$ cat config.mk
export PLATFORM = sky130hd
export DESIGN_NAME = pwmcap_timer
export DESIGN_NICKNAME = d
export VERILOG_FILES = /design/src/rtl/pwmcap_pkg.sv /design/src/rtl/pwmcap_edge_sync.sv /design/src/rtl/pwmcap_counter.sv /design/src/rtl/pwmcap_shadow_reg.sv /design/src/rtl/pwmcap_timer.sv
export SDC_FILE = /design/constraint.sdc
export NUM_CORES = 1
export LEC_CHECK = 0
export BUFFER_PORTS_ARGS = -buffer_cell sky130_fd_sc_hd__clkbuf_2
export CAP_MARGIN = 20
export CORE_AREA = 2 2 140 142
export DETAILED_ROUTE_END_ITERATION = 8
export DIE_AREA = 0 0 142 144
export PLACE_DENSITY = 0.46
export SYNTH_ARGS = -nofsm -noshare
export SYNTH_HDL_FRONTEND = slang
export SYNTH_SLANG_ARGS = --single-unit
$ cat constraint.sdc
create_clock -name clk -period 2.6 [get_ports clk]
set_input_delay 0.13 -clock clk [delete_from_list [all_inputs] [get_ports clk]]
set_output_delay 0.13 -clock clk [all_outputs]
set_load 0.1 [all_outputs]
$ cat src/rtl/pwmcap_pkg.sv
package pwmcap_pkg;
    localparam int ADDR_W = 2;

    localparam logic [ADDR_W-1:0] A_CTRL   = 2'd0;
    localparam logic [ADDR_W-1:0] A_COUNT  = 2'd1;
    localparam logic [ADDR_W-1:0] A_PERIOD = 2'd2;
    localparam logic [ADDR_W-1:0] A_DUTY   = 2'd3;

    localparam int CTRL_W = 3;

    typedef struct packed {
        logic run_b;
        logic run_a;
        logic cap_mode;
    } ctrl_t;
endpackage

$ cat src/rtl/pwmcap_edge_sync.sv
module pwmcap_edge_sync #(
    parameter int N_PINS = 2,
    parameter int STAGES = 2
) (
    input  logic              clk,
    input  logic              rst_n,
    input  logic [N_PINS-1:0] pin_i,
    output logic [N_PINS-1:0] rise_o
);
    for (genvar g = 0; g < N_PINS; g++) begin : g_pin
        typedef struct packed {
            logic [STAGES-1:0] sh;
            logic              prev;
        } sync_t;

        sync_t st_d, st_q;

        always_comb begin
            st_d      = st_q;
            st_d.sh   = {st_q.sh[STAGES-2:0], pin_i[g]};
            st_d.prev = st_q.sh[STAGES-1];
        end

        always_ff @(posedge clk or negedge rst_n) begin
            if (!rst_n) st_q <= '0;
            else        st_q <= st_d;
        end

        assign rise_o[g] = st_q.sh[STAGES-1] & ~st_q.prev;


        single_rise_chk: assert property (@(posedge clk) disable iff (!rst_n)
            rise_o[g] |=> !rise_o[g]);
    end
endmodule

$ cat src/rtl/pwmcap_counter.sv
module pwmcap_counter #(
    parameter int W = 16
) (
    input  logic         clk,
    input  logic         rst_n,
    input  logic         running,
    input  logic         pwm_mode,
    input  logic [W-1:0] period_act,
    input  logic         wr_en,
    input  logic [W-1:0] wr_data,
    output logic [W-1:0] cnt_o,
    output logic         wrap_o
);
    typedef struct packed {
        logic [W-1:0] cnt;
    } cnt_st_t;

    cnt_st_t st_d, st_q;
    logic    wrap;

    always_comb begin
        st_d = st_q;
        wrap = running && pwm_mode && (st_q.cnt == period_act);
        if (running) begin
            if (wrap) st_d.cnt = '0;
            else      st_d.cnt = st_q.cnt + 1'b1;
        end else if (wr_en) begin
            st_d.cnt = wr_data;
        end
    end

    always_ff @(posedge clk or negedge rst_n) begin
        if (!rst_n) st_q <= '0;
        else        st_q <= st_d;
    end

    assign cnt_o  = st_q.cnt;
    assign wrap_o = wrap;


    count_step_chk: assert property (@(posedge clk) disable iff (!rst_n)
        running |=> (cnt_o == W'($past(cnt_o) + 1'b1)) || (cnt_o == '0));


    stopped_load_chk: assert property (@(posedge clk) disable iff (!rst_n)
        (!running && wr_en) |=> cnt_o == $past(wr_data));


    period_wrap_chk: assert property (@(posedge clk) disable iff (!rst_n)
        (running && pwm_mode && cnt_o == period_act) |=> cnt_o == '0);
endmodule

$ cat src/rtl/pwmcap_shadow_reg.sv
module pwmcap_shadow_reg #(
    parameter int W = 16
) (
    input  logic         clk,
    input  logic         rst_n,
    input  logic         cap_mode,
    input  logic         cap_evt,
    input  logic         running,
    input  logic         reload,
    input  logic [W-1:0] cnt_i,
    input  logic         wr_en,
    input  logic [W-1:0] wr_data,
    output logic [W-1:0] shadow_o,
    output logic [W-1:0] active_o
);
    typedef struct packed {
        logic [W-1:0] shadow;
        logic [W-1:0] active;
    } sh_st_t;

    sh_st_t st_d, st_q;

    always_comb begin
        st_d = st_q;
        if (cap_mode && cap_evt) st_d.shadow = cnt_i;
        else if (wr_en)          st_d.shadow = wr_data;

        if (!running)    st_d.active = st_d.shadow;
        else if (reload) st_d.active = st_q.shadow;
    end

    always_ff @(posedge clk or negedge rst_n) begin
        if (!rst_n) st_q <= '0;
        else        st_q <= st_d;
    end

    assign shadow_o = st_q.shadow;
    assign active_o = st_q.active;


    hold_active_chk: assert property (@(posedge clk) disable iff (!rst_n)
        (running && !reload) |=> $stable(active_o));


    stopped_take_chk: assert property (@(posedge clk) disable iff (!rst_n)
        (!running && wr_en && !(cap_mode && cap_evt)) |=> active_o == $past(wr_data));


    capture_load_chk: assert property (@(posedge clk) disable iff (!rst_n)
        (cap_mode && cap_evt) |=> shadow_o == $past(cnt_i));
endmodule

$ cat src/rtl/pwmcap_timer.sv
module pwmcap_timer
    import pwmcap_pkg::*;
#(
    parameter int W           = 16,
    parameter int SYNC_STAGES = 2
) (
    input  logic              clk,
    input  logic              rst_n,
    input  logic              bus_we,
    input  logic [ADDR_W-1:0] bus_addr,
    input  logic [W-1:0]      bus_wdata,
    output logic [W-1:0]      bus_rdata,
    input  logic [1:0]        cap_i,
    output logic              pwm_o
);
    localparam int N_CMP = 2;

    ctrl_t ctrl_d, ctrl_q;

    logic             running;
    logic             pwm_mode;
    logic [W-1:0]     cnt;
    logic             wrap;
    logic [N_CMP-1:0] cap_rise;
    logic [W-1:0]     shadow [N_CMP];
    logic [W-1:0]     active [N_CMP];

    always_comb begin
        ctrl_d = ctrl_q;
        if (bus_we && bus_addr == A_CTRL) ctrl_d = ctrl_t'(bus_wdata[CTRL_W-1:0]);
    end

    always_ff @(posedge clk or negedge rst_n) begin
        if (!rst_n) ctrl_q <= '0;
        else        ctrl_q <= ctrl_d;
    end

    assign running  = ctrl_q.run_a | ctrl_q.run_b;
    assign pwm_mode = ~ctrl_q.cap_mode;

    pwmcap_edge_sync #(.N_PINS(N_CMP), .STAGES(SYNC_STAGES)) u_sync (
        .clk    (clk),
        .rst_n  (rst_n),
        .pin_i  (cap_i),
        .rise_o (cap_rise)
    );

    pwmcap_counter #(.W(W)) u_cnt (
        .clk        (clk),
        .rst_n      (rst_n),
        .running    (running),
        .pwm_mode   (pwm_mode),
        .period_act (active[0]),
        .wr_en      (bus_we && bus_addr == A_COUNT),
        .wr_data    (bus_wdata),
        .cnt_o      (cnt),
        .wrap_o     (wrap)
    );

    for (genvar k = 0; k < N_CMP; k++) begin : g_cmp
        localparam logic [ADDR_W-1:0] MY_ADDR = A_PERIOD + ADDR_W'(k);
        pwmcap_shadow_reg #(.W(W)) u_reg (
            .clk      (clk),
            .rst_n    (rst_n),
            .cap_mode (ctrl_q.cap_mode),
            .cap_evt  (cap_rise[k]),
            .running  (running),
            .reload   (wrap),
            .cnt_i    (cnt),
            .wr_en    (bus_we && bus_addr == MY_ADDR),
            .wr_data  (bus_wdata),
            .shadow_o (shadow[k]),
            .active_o (active[k])
        );
    end

    always_comb begin
        case (bus_addr)
            A_CTRL:   bus_rdata = W'(ctrl_q);
            A_COUNT:  bus_rdata = cnt;
            A_PERIOD: bus_rdata = shadow[0];
            default:  bus_rdata = shadow[1];
        endcase
    end

    assign pwm_o = pwm_mode & (cnt < active[1]);


    capture_quiet_chk: assert property (@(posedge clk) disable iff (!rst_n)
        ctrl_q.cap_mode |-> !pwm_o);


    zero_duty_low_chk: assert property (@(posedge clk) disable iff (!rst_n)
        (active[1] == '0) |-> !pwm_o);


    ctrl_readback_chk: assert property (@(posedge clk) disable iff (!rst_n)
        (bus_we && bus_addr == A_CTRL) |=> W'(ctrl_q) == W'($past(bus_wdata[CTRL_W-1:0])));
endmodule

==> impl_results.md, run 1 <==
* Sequential area share after synthesis at 39.9%
* CP required at 2.47 ns
* # nets final at 674
* Syn_nets at 644
* CTS root buffer: clkbuf_16
* Sink Count at 89
* Detail Route Antenna Nets at 0
* Skew final at 0.00482 ns
* Min Hold Slack at 0.0915 ns
* Worst-Skew Late Latency at 0.35 ns
* Crit-path max FO at 10
* EDFF count, synth at 0
* Post-cts repair resize count at 0
* Die Ht at 144 um
* Synthesized cell area at 5580 sq um
* Final hold vios at 0
* Worst path slowest cell: dfrtp_1
* Highest ir drop seen on vdd at 418 uV
* Post-synth top flop: dfrtp_1
* Total Neg Setup Slack at 0 ns
* Fmax achieved at 412 MHz
* Worst setup margin at 0.174 ns
* Initial DRC count at 332
* Fin crit share at 93.3%
* Final min period at 2.43 ns
* CP max stage delay at 0.61 ns
* Initial core utilization at 29.2%
* Vias in the first global route at 4,778
* Io pins at 40
* Total number of vias at 4,706
* Vias per cell at 5.36
* Slew headroom at 47.2%
* DP Area at 6110 sq um
* CTS clk-pin slew, worst paths at 0.06 ns
* Antenna violations before repair at 0
* Synthesized flop and latch total at 89
* Drt drc at 0
* Pre-antenna DRT Iters at 5
* Most used cell, CP: a21o_1
* PortBufs at 39
* Pwr Total at 7.04 mW
* CTS tree: done
* FP Rows at 51
* Setup Crit Path Kind: reg -> out
* Synthesized area per cell at 9.22 sq um
* Lkg Pwr at 3.05 nW
* Crit path buffers/inverters at 1
* Post-Synth Adder-Cell Area at 3.59%
* Critical Path AT at 2.30 ns
* Area Overhead vs Synth at 15.4%
* Number of fill cells in the layout at 1,936
* Max clock buf depth at 2
* Avg WL per Cell at 20.3 um
* # diodes at 0
* CTS Hold Buffers Added at 3
* Net switching power at 3.19 mW
* Fin. max-slew vios at 0
* Int Pwr at 3.85 mW
* Post-synthesis simple-gate area fraction at 15.8%
* Dpl ws at 0.505 ns
* Post-Synthesis Cells at 605
* Mux share of post-synthesis cell area at 15.7%
* Htree depth at 3
* CTS buffer count at 9
* Hold path start: bus_wdata[0]
* Die area at 20,400 sq um
* Worst slew pin tran at 0.792 ns
* First-pass GRT wire length at 28,100 um
* Remaining Overflow, GRT at 0
* Detail Placement HPWL at 12,400 um
* Flop2flop setup slack at 0.48 ns
* CP delay by family, top: compound AO/OA/AOI/OAI gates
* CP startpoint: u_cnt.cnt_o[5]$_DFFE_PN0P_
* RSZ-0062 raised after global routing: false
* Setup Viol. Count Final at 0
* Comb power frac at 47.2%
* Reg2Reg Launch Point: u_cnt.cnt_o[9]$_DFFE_PN0P_
* Post-synth ARST share at 100%
* Outcome: completed
* Largest family of logic cells by synthesized area: simple AND/OR/NAND/NOR gates
* Sequential power share at 34.5%
* Yosys warnings at 0
* Drt total wl at 17,800 um
* Die X at 142 um
* Largest net degree at the start of global routing at 47
* Post-synthesis cell type count at 45
* Max-Cap Viols at 0
* Critical path endpoint category: primary output
* GRT Overall Usage at 18.3%
* Share of cells above drive strength 1 at 19.4%
* Sw frac at 45.3%
* Routability cong. at 0.850
* Pwr dens at 1090 nW/um^2
* Synth Area in XOR/XNOR at 4.40%
* Worst Hold Class: in -> reg
* Finished Cell Area at 6430 sq um
* Crit path cell chain: ha_1 -> a21o_1 -> a21o_1 -> a21oi_1 -> o31ai_1 -> a21oi_2 -> buf_4
* Core area at 19,100 sq um
* Clock share of power at 18.3%
* Crit path launch type: register
* Post-CTS Repair Setup Buffers at 0
* Compound-cell area share of the yosys netlist at 14.6%
==> synth_stat cells, drive strengths merged (15+ instances only) <==
library cell,count,share of area (%)
mux2,20,4.0
nor3,17,1.5
clkbuf,24,1.6
nand2,49,3.3
dfrtp,89,40
o21ai,18,1.6
a22oi,15,2.0
ha,16,3.6
nor2,74,5.1
mux2i,58,10
a31oi,17,1.9
inv,15,1.0
a21oi,36,3.2
nand3,25,2.2
buf,33,3.4
==> routing by layer <==
layer  track usage (%)  wire, um
met4              8.63       610
met5                 0         0
met2              29.2      8240
met3              1.95       646
met1              25.0      8320
==> per-stage QoR <==
step	instances	util, %
floorplan	605	-
finish	878	33.7
global route	878	33.7
detailed placement	859	32.0
global placement	859	32.0
CTS	878	33.7
==> area by class of cell <==
class,instances,area (sq um),share of cell area [%]
Multi-Input combinational cell,444,3020,46.9
Sequential cell,89,2230,34.6
Timing Repair Buffer,76,543,8.44
Tap cell,238,298,4.63
Clock buffer,14,284,4.41
Inverter,15,56.3,0.875
Clock inverter,2,10.0,0.156
==> registers in the layout, summed over array words and instances (netlist names) <==
name and flops:
ctrl_q 3, g_cmp.u_reg.active_o 32, g_cmp.u_reg.shadow_o 32, u_cnt.cnt_o 16, u_sync.g_pin.st_d 4, u_sync.g_pin.st_q 2
==> cell families after synthesis <==
logic type	Yosys count
AND/OR/NAND/NOR	192
AO/OA/AOI/OAI	127
flip-flops	89
multiplexers	81
buffers and inverters	72
XOR/XNOR	28
adder cells (fa/ha/maj)	16
==> worst paths after layout <==
kind	cells after the start	end
max	7	pwm_o
min	2	ctrl_q[0]$_DFFE_PN0P_
max reg2reg	6	u_cnt.cnt_o[7]$_DFFE_PN0P_
min reg2reg	0	u_sync.g_pin[0].st_d[0]$_DFF_PN0_
max in group asynchronous	3	g_cmp[1].u_reg.active_o[10]$_DFFE_PN0P_
min in group asynchronous	2	u_sync.g_pin[0].st_d[2]$_DFF_PN0_
==> layout by cell type (no fill, tap or decap), types with 3 or more instances in the layout <==
cell           Yosys  final
dfrtp_1           89     89
nor2_1            72     71
mux2i_1           58     58
nand2_1           49     49
buf_4              6     47
a21oi_1           36     35
nand3_1           25     25
clkbuf_2           1     24
mux2_2            20     20
o21ai_0           18     18
nor3_1            17     17
a31oi_1           17     17
ha_1              16     16
inv_1             15     15
a22oi_1           15     15
xnor2_1           14     14
xor2_1            14     14
a22o_1            13     13
clkbuf_16          0      9
o22ai_1            7      7
o31ai_1            6      6
nand4_1            5      5
a21o_1             5      5
a31o_2             5      5
nand3b_1           4      4
and3_1             4      4
clkbuf_8           0      4
mux4_2             3      3
nor2_2             2      3
and4_1             3      3
dlygate4sd3_1      0      3
==> power by group through the flow <==
stage | logic [mW] | registers [mW] | clock network, mW
CTS | 3.34 | 2.42 | 1.33
floorplan | 2.63 | 2.15 | 0
global route | 3.63 | 2.50 | 1.39
detailed placement | 3.32 | 2.44 | 0
global placement | 3.30 | 2.42 | 0
finish | 3.32 | 2.43 | 1.29
Note: power is estimated with default switching activity, not from simulation.
==> run 2, diff against run 1 <==
Settings changed: ABC_AREA set to 1, CAP_MARGIN 20 to unset, CORE_AREA 2 2 140 142 to 2 2 139 141, DIE_AREA 0 0 142 144 to 0 0 141 143.
==> impl_results.md, run 2 <==
* Outcome: completed
* Most common cell after layout, fill and taps aside: nand2_1
* Detail Route Antenna Nets at 0
* Post-synth top cells: nand2_1, dfrtp_1, inv_1, nor2_1, o21ai_0
* Comb power frac at 47.6%
* Setup Crit Path Kind: reg -> out
* Synth Area in XOR/XNOR at 2.24%
* # diodes at 0
* CTS clk-pin slew, worst paths at 0.07 ns
* Fmax achieved at 417 MHz
* Die area at 20,200 sq um
* Critical path endpoint category: primary output
* Sequential area share after synthesis at 40.6%
* Highest ir drop seen on vdd at 417 uV
* Syn_nets at 831
* Sink Count at 89
* GRT Overall Usage at 18.2%
* Most frequent cells in the layout: nand2_1, dfrtp_1, nor2_1
* Worst slew pin tran at 0.835 ns
* Finished Cell Area at 6250 sq um
* Most frequent cell after synthesis: nand2_1
* Remaining Overflow, GRT at 0
* Drt total wl at 17,500 um
* Worst Hold Class: in -> reg
* Vias in the first global route at 4,890
* Largest family of logic cells by synthesized area: simple AND/OR/NAND/NOR gates
* Post-synthesis simple-gate area fraction at 28.3%
* Lkg Pwr at 3.20 nW
* Pwr Total at 7.02 mW
* PortBufs at 39
* Synth area leaders: dfrtp_1, nand2_1, inv_1
* Crit-path max FO at 8
* Synthesized flop and latch total at 89
* Synth area leader: dfrtp_1
* Htree depth at 3
* Final hold vios at 0
* Largest net degree at the start of global routing at 52
* Pre-antenna DRT Iters at 4
* Total Neg Setup Slack at 0 ns
* Synthesized area per cell at 6.92 sq um
* Drt drc at 0
* Worst-Skew Late Latency at 0.36 ns
* Die Ht at 143 um
* Post-synthesis cell type count at 27
* Total number of vias at 5,076
* EDFF count, synth at 0
* First-pass GRT wire length at 28,000 um
* Met2 Usage GRT at 28.5%
* Met3 GRT Util at 3.66%
* Final min period at 2.40 ns
* DP Area at 5940 sq um
* Setup Viol. Count Final at 0
* Vias per cell at 4.77
* Post-Synth Adder-Cell Area at 3.65%
* Slew headroom at 44.3%
* Multi-input logic area at 2740 sq um
* # nets final at 864
* FP Rows at 50
* Compound-cell area share of the yosys netlist at 15.4%
* CTS root buffer: clkbuf_16
* Met1 Usage GRT at 26.1%
* Routability cong. at 0.843
* Number of fill cells in the layout at 2,028
* Sw frac at 48.1%
* Post-synth top flop: dfrtp_1
* Fin crit share at 92.2%
* Net switching power at 3.38 mW
* Yosys warnings at 0
* RSZ-0062 raised after global routing: false
* Initial DRC count at 350
* Core area at 18,600 sq um
* Io pins at 40
* Most Crowded Layer GR: met2
* Avg WL per Cell at 16.4 um
* Area Overhead vs Synth at 14.0%
* Skew final at 0.00757 ns
* Mux share of post-synthesis cell area at 0.411%
* Sequential power share at 34.1%
* Max-Cap Viols at 0
* CTS tree: done
* CP required at 2.47 ns
* Critical Path AT at 2.27 ns
* Register area at 2230 sq um
* Pwr dens at 1120 nW/um^2
* Initial core utilization at 29.5%
* CTS buffer count at 9
* Crit path launch type: register
* Share of cells above drive strength 1 at 11.6%
* Synthesized cell area at 5480 sq um
* Post-Synthesis Cells at 792
* Fin. max-slew vios at 0
* Clock share of power at 18.2%
* Detail Placement HPWL at 11,800 um
* Post-synth top area share at 40.6%
* Max clock buf depth at 2
* Post-synth ARST share at 100%
* Int Pwr at 3.64 mW
* Antenna violations before repair at 0
* Die X at 141 um
-- run 2: cell types whose count changed after synthesis, moves of 12 or more --
| cell | delta |
|---|---|
| nand2_1 | +217 |
| a31oi_1 | -17 |
| o211ai_1 | +12 |
| a22oi_1 | -15 |
| o21ai_0 | +42 |
| a22o_1 | -13 |
| mux2i_1 | -58 |
| nor3_1 | -16 |
| mux2_2 | -18 |
| a21oi_1 | +21 |
| inv_1 | +66 |
-- run 2: cell families (layout without fill, tap and decap cells) --
logic type | count (synthesis) | count (layout)
AOI/OAI and AO/OA | 153 | 153
xor gates and xnor gates | 14 | 14
adders and majority gates | 16 | 16
buffers and inverters | 126 | 164
DFF | 89 | 89
muxes | 2 | 2
and+or+nand+nor | 392 | 392
-- run 2: power by group through the flow --
| stage | registers, mW | logic (mW) | clock network [mW] |
|---|---|---|---|
| 2_1_floorplan | 2.27 | 2.65 | 0 |
| 3_3_place_gp | 2.43 | 3.36 | 0 |
| 3_5_place_dp | 2.43 | 3.36 | 0 |
| 4_1_cts | 2.40 | 3.38 | 1.33 |
| 5_1_grt | 2.49 | 3.79 | 1.37 |
| 6_report | 2.40 | 3.35 | 1.28 |
-- run 2: cell type report --
class,instances,share of cell area (%)
Inverter,91,5.47
Timing Repair Buffer,57,5.85
Tap cell,234,4.69
Multi-Input combinational cell,577,43.9
Sequential cell,89,35.7
Clock buffer,14,4.23
Clock inverter,2,0.200
-- run 2: worst max-delay path: stages (launching register included) --
cell and delay [ns]:
dfrtp_1 0.48, ha_1 0.35, a21oi_1 0.14, o21ai_0 0.08, nand3_1 0.07, nand2_1 0.05, nand2_1 0.06, nand3_1 0.07
a21oi_2 0.14, clkbuf_2 0.48
-- run 2: stage by stage --
stage	utilization, %	worst slack, ns	cells	hold slack, ns
floorplan	-	0.409	792	-0.166
global placement	32.0	0.572	1045	0.0124
detailed placement	32.0	0.570	1045	0.0177
CTS	33.6	0.165	1064	0.0477
global route	33.6	0.0528	1064	0.0659
finish	33.6	0.204	1064	0.0700
-- run 2: metal layers --
| metal | up-vias | share of wire, % |
|---|---|---|
| met2 | 95 | 44 |
| met5 | - | 0 |
| met1 | 2398 | 50 |
| met3 | 14 | 4.4 |
| li1 | 2569 | - |
| met4 | 0 | 0.86 |
-- run 2: path summary, 6_finish.rpt --
check / cells past startpoint / from / slack (ns) / end
setup / recovery: 9 / u_cnt.cnt_o[9]$_DFFE_PN0P_ / 0.20 / pwm_o
hold / removal: 2 / bus_wdata[1] / 0.07 / ctrl_q[1]$_DFFE_PN0P_
setup reg to reg: 11 / u_cnt.cnt_o[11]$_DFFE_PN0P_ / 0.57 / g_cmp[1].u_reg.active_o[12]$_DFFE_PN0P_
hold reg to reg: 0 / u_sync.g_pin[1].st_d[2]$_DFF_PN0_ / 0.35 / u_sync.g_pin[1].st_d[0]$_DFF_PN0_
max in group asynchronous: 3 / rst_n / 1.80 / u_cnt.cnt_o[13]$_DFFE_PN0P_
min in group asynchronous: 2 / rst_n / 0.17 / g_cmp[1].u_reg.shadow_o[9]$_DFF_PN0_
-- run 2: timing repair --
| item | CTS | global route |
|---|---|---|
| hold buffers | 3 | 0 |
| gates resized for setup | 0 | 0 |
| endpoints found under the hold margin | 66 | 0 |
| buffers inserted | 0 | 0 |
==> run 3, diff against run 2 <==
Settings changed: BUFFER_PORTS_ARGS -buffer_cell sky130_fd_sc_hd__clkbuf_2 to unset, DONT_BUFFER_PORTS set to 1, PLACE_DENSITY 0.46 to 0.44, REMOVE_ABC_BUFFERS set to 1.
==> impl_results.md, run 3 (synthesized netlist as in run 2, its figures left out) <==
* Die Ht at 143 um
* First-pass GRT wire length at 27,600 um
* CTS clk-pin slew, worst paths at 0.07 ns
* Initial core utilization at 29.5%
* Vias in the first global route at 5,155
* Crit-path max FO at 8
* Most frequent cells in the layout: nand2_1, dfrtp_1, nor2_1
* RSZ-0062 raised after global routing: false
* Worst setup margin at 0.371 ns
* Most common cell after layout, fill and taps aside: nand2_1
* CTS tree: done
* CP required at 2.47 ns
* Remaining Overflow, GRT at 0
* Largest net degree at the start of global routing at 90
* Multi-input logic area at 2760 sq um
* Critical Path AT at 2.10 ns
* Skew final at 0.00848 ns
* GRT Overall Usage at 17.7%
* Io pins at 40
* Setup Crit Path Kind: reg -> out
* Worst Hold Class: in -> reg
* Critical path endpoint category: primary output
* Core area at 18,600 sq um
* Vias per cell at 4.87
* CTS root buffer: clkbuf_16
* Worst hold stages at 4
* Worst-Skew Late Latency at 0.35 ns
* Slew headroom at 36.4%
* Fin. max-slew vios at 0
* Share of cells above drive strength 1 at 9.21%
* Total Neg Setup Slack at 0 ns
* Drt total wl at 17,000 um
* Final min period at 2.23 ns
* Fmax achieved at 449 MHz
* Die X at 141 um
* Total number of vias at 5,108
* Pwr dens at 1140 nW/um^2
* FP Rows at 50
* Final hold vios at 0
* # nets final at 848
* Lkg Pwr at 3.27 nW
* Crit path launch type: register
* Max clock buf depth at 2
* Pre-antenna DRT Iters at 5
* Detail Route Antenna Nets at 0
* Dpl ws at 0.671 ns
* Htree depth at 3
* Antenna violations before repair at 0
* Outcome: completed
* Highest ir drop seen on vdd at 412 uV
* Min Hold Slack at 0.0107 ns
* Area Overhead vs Synth at 20.0%
* Drt drc at 0
* Fin crit share at 85.7%
* Routability cong. at 0.816
* Max-Cap Viols at 0
* Worst slew pin tran at 0.953 ns
* Number of fill cells in the layout at 1,966
* Detail Placement HPWL at 10,900 um
* PortBufs at 0
* Avg WL per Cell at 16.2 um
* Setup Viol. Count Final at 0
* Worst r2r path cells at 11
* Register area at 2230 sq um
* # diodes at 0
* Die area at 20,200 sq um
* Initial DRC count at 327
* Sink Count at 89
* CTS buffer count at 9
==> run 3: changes by cell type in the layout (fill, tap and decap cells not counted), sizes merged <==
| cell | previous run | this run |
|---|---|---|
| clkbuf | 52 | 11 |
| buf | 16 | 28 |
| dlygate4sd3 | 3 | 13 |
| bufinv | 0 | 2 |
| clkinv | 1 | 3 |
| clkinvlp | 1 | 0 |
==> run 3: worst max-delay path, cell delays in order (launching register included) <==
cell and delay (ns):
dfrtp_1 0.49, ha_1 0.36, a21oi_1 0.14, o21ai_0 0.08
nand3_1 0.07, nand2_1 0.06, nand2_1 0.06, nand3_1 0.07
a21oi_2 0.11, buf_4 0.30
==> run 3: power breakdown <==
group	total, mW	switching [mW]	leakage [nW]	internal [mW]
sequential	2.40	0.495	1.11	1.91
combinational	3.62	2.31	2.00	1.31
clock	1.46	0.594	0.159	0.869
==> run 3: repair_timing <==
item / CTS / global route
hold buffers: 14 / 0
resized for setup: 0 / 0
buffers inserted: 0 / 0
hold endpoints to repair: 105 / 0
==> run 3: layer usage <==
| layer | GRT usage (%) | up-vias | wire length [um] |
|---|---|---|---|
| met4 | 7.79 | 0 | 382 |
| met3 | 2.28 | 32 | 539 |
| met2 | 29.3 | 94 | 8130 |
| met5 | 0 | - | 0 |
| li1 | - | 2543 | - |
| met1 | 23.2 | 2439 | 7920 |
==> run 3: area by class of cell <==
cell class              count  area share, %
clock buffers              11           3.69
clock inverters             5           1.20
inverters                  91           5.19
multi-input cells         577           42.0
flip-flops and latches     89           33.9
well taps                 234           4.45
repair buffers             41           9.63
==> run 3: stage by stage <==
stage	instance area (sq um)	utilization (%)	std cells	total power, mW
2_1_floorplan	5310	-	757	4.84
3_3_place_gp	6100	32.8	1018	5.96
3_5_place_dp	6100	32.8	1018	6.01
4_1_cts	6580	35.4	1048	7.55
5_1_grt	6580	35.4	1048	8.12
6_report	6580	35.4	1048	7.49
==> run 3: final timing paths <==
path,startpoint,to,slack (ns)
min in group asynchronous,rst_n,u_sync.g_pin[0].st_q[0]$_DFF_PN0_,0.34
max,u_cnt.cnt_o[9]$_DFFE_PN0P_,pwm_o,0.37
min,bus_wdata[7],g_cmp[1].u_reg.shadow_o[7]$_DFF_PN0_,0.01
max in group asynchronous,rst_n,g_cmp[0].u_reg.shadow_o[13]$_DFF_PN0_,1.85
max reg2reg,u_cnt.cnt_o[7]$_DFFE_PN0P_,g_cmp[0].u_reg.active_o[7]$_DFFE_PN0P_,0.63
min reg2reg,u_sync.g_pin[0].st_d[2]$_DFF_PN0_,u_sync.g_pin[0].st_d[0]$_DFF_PN0_,0.35
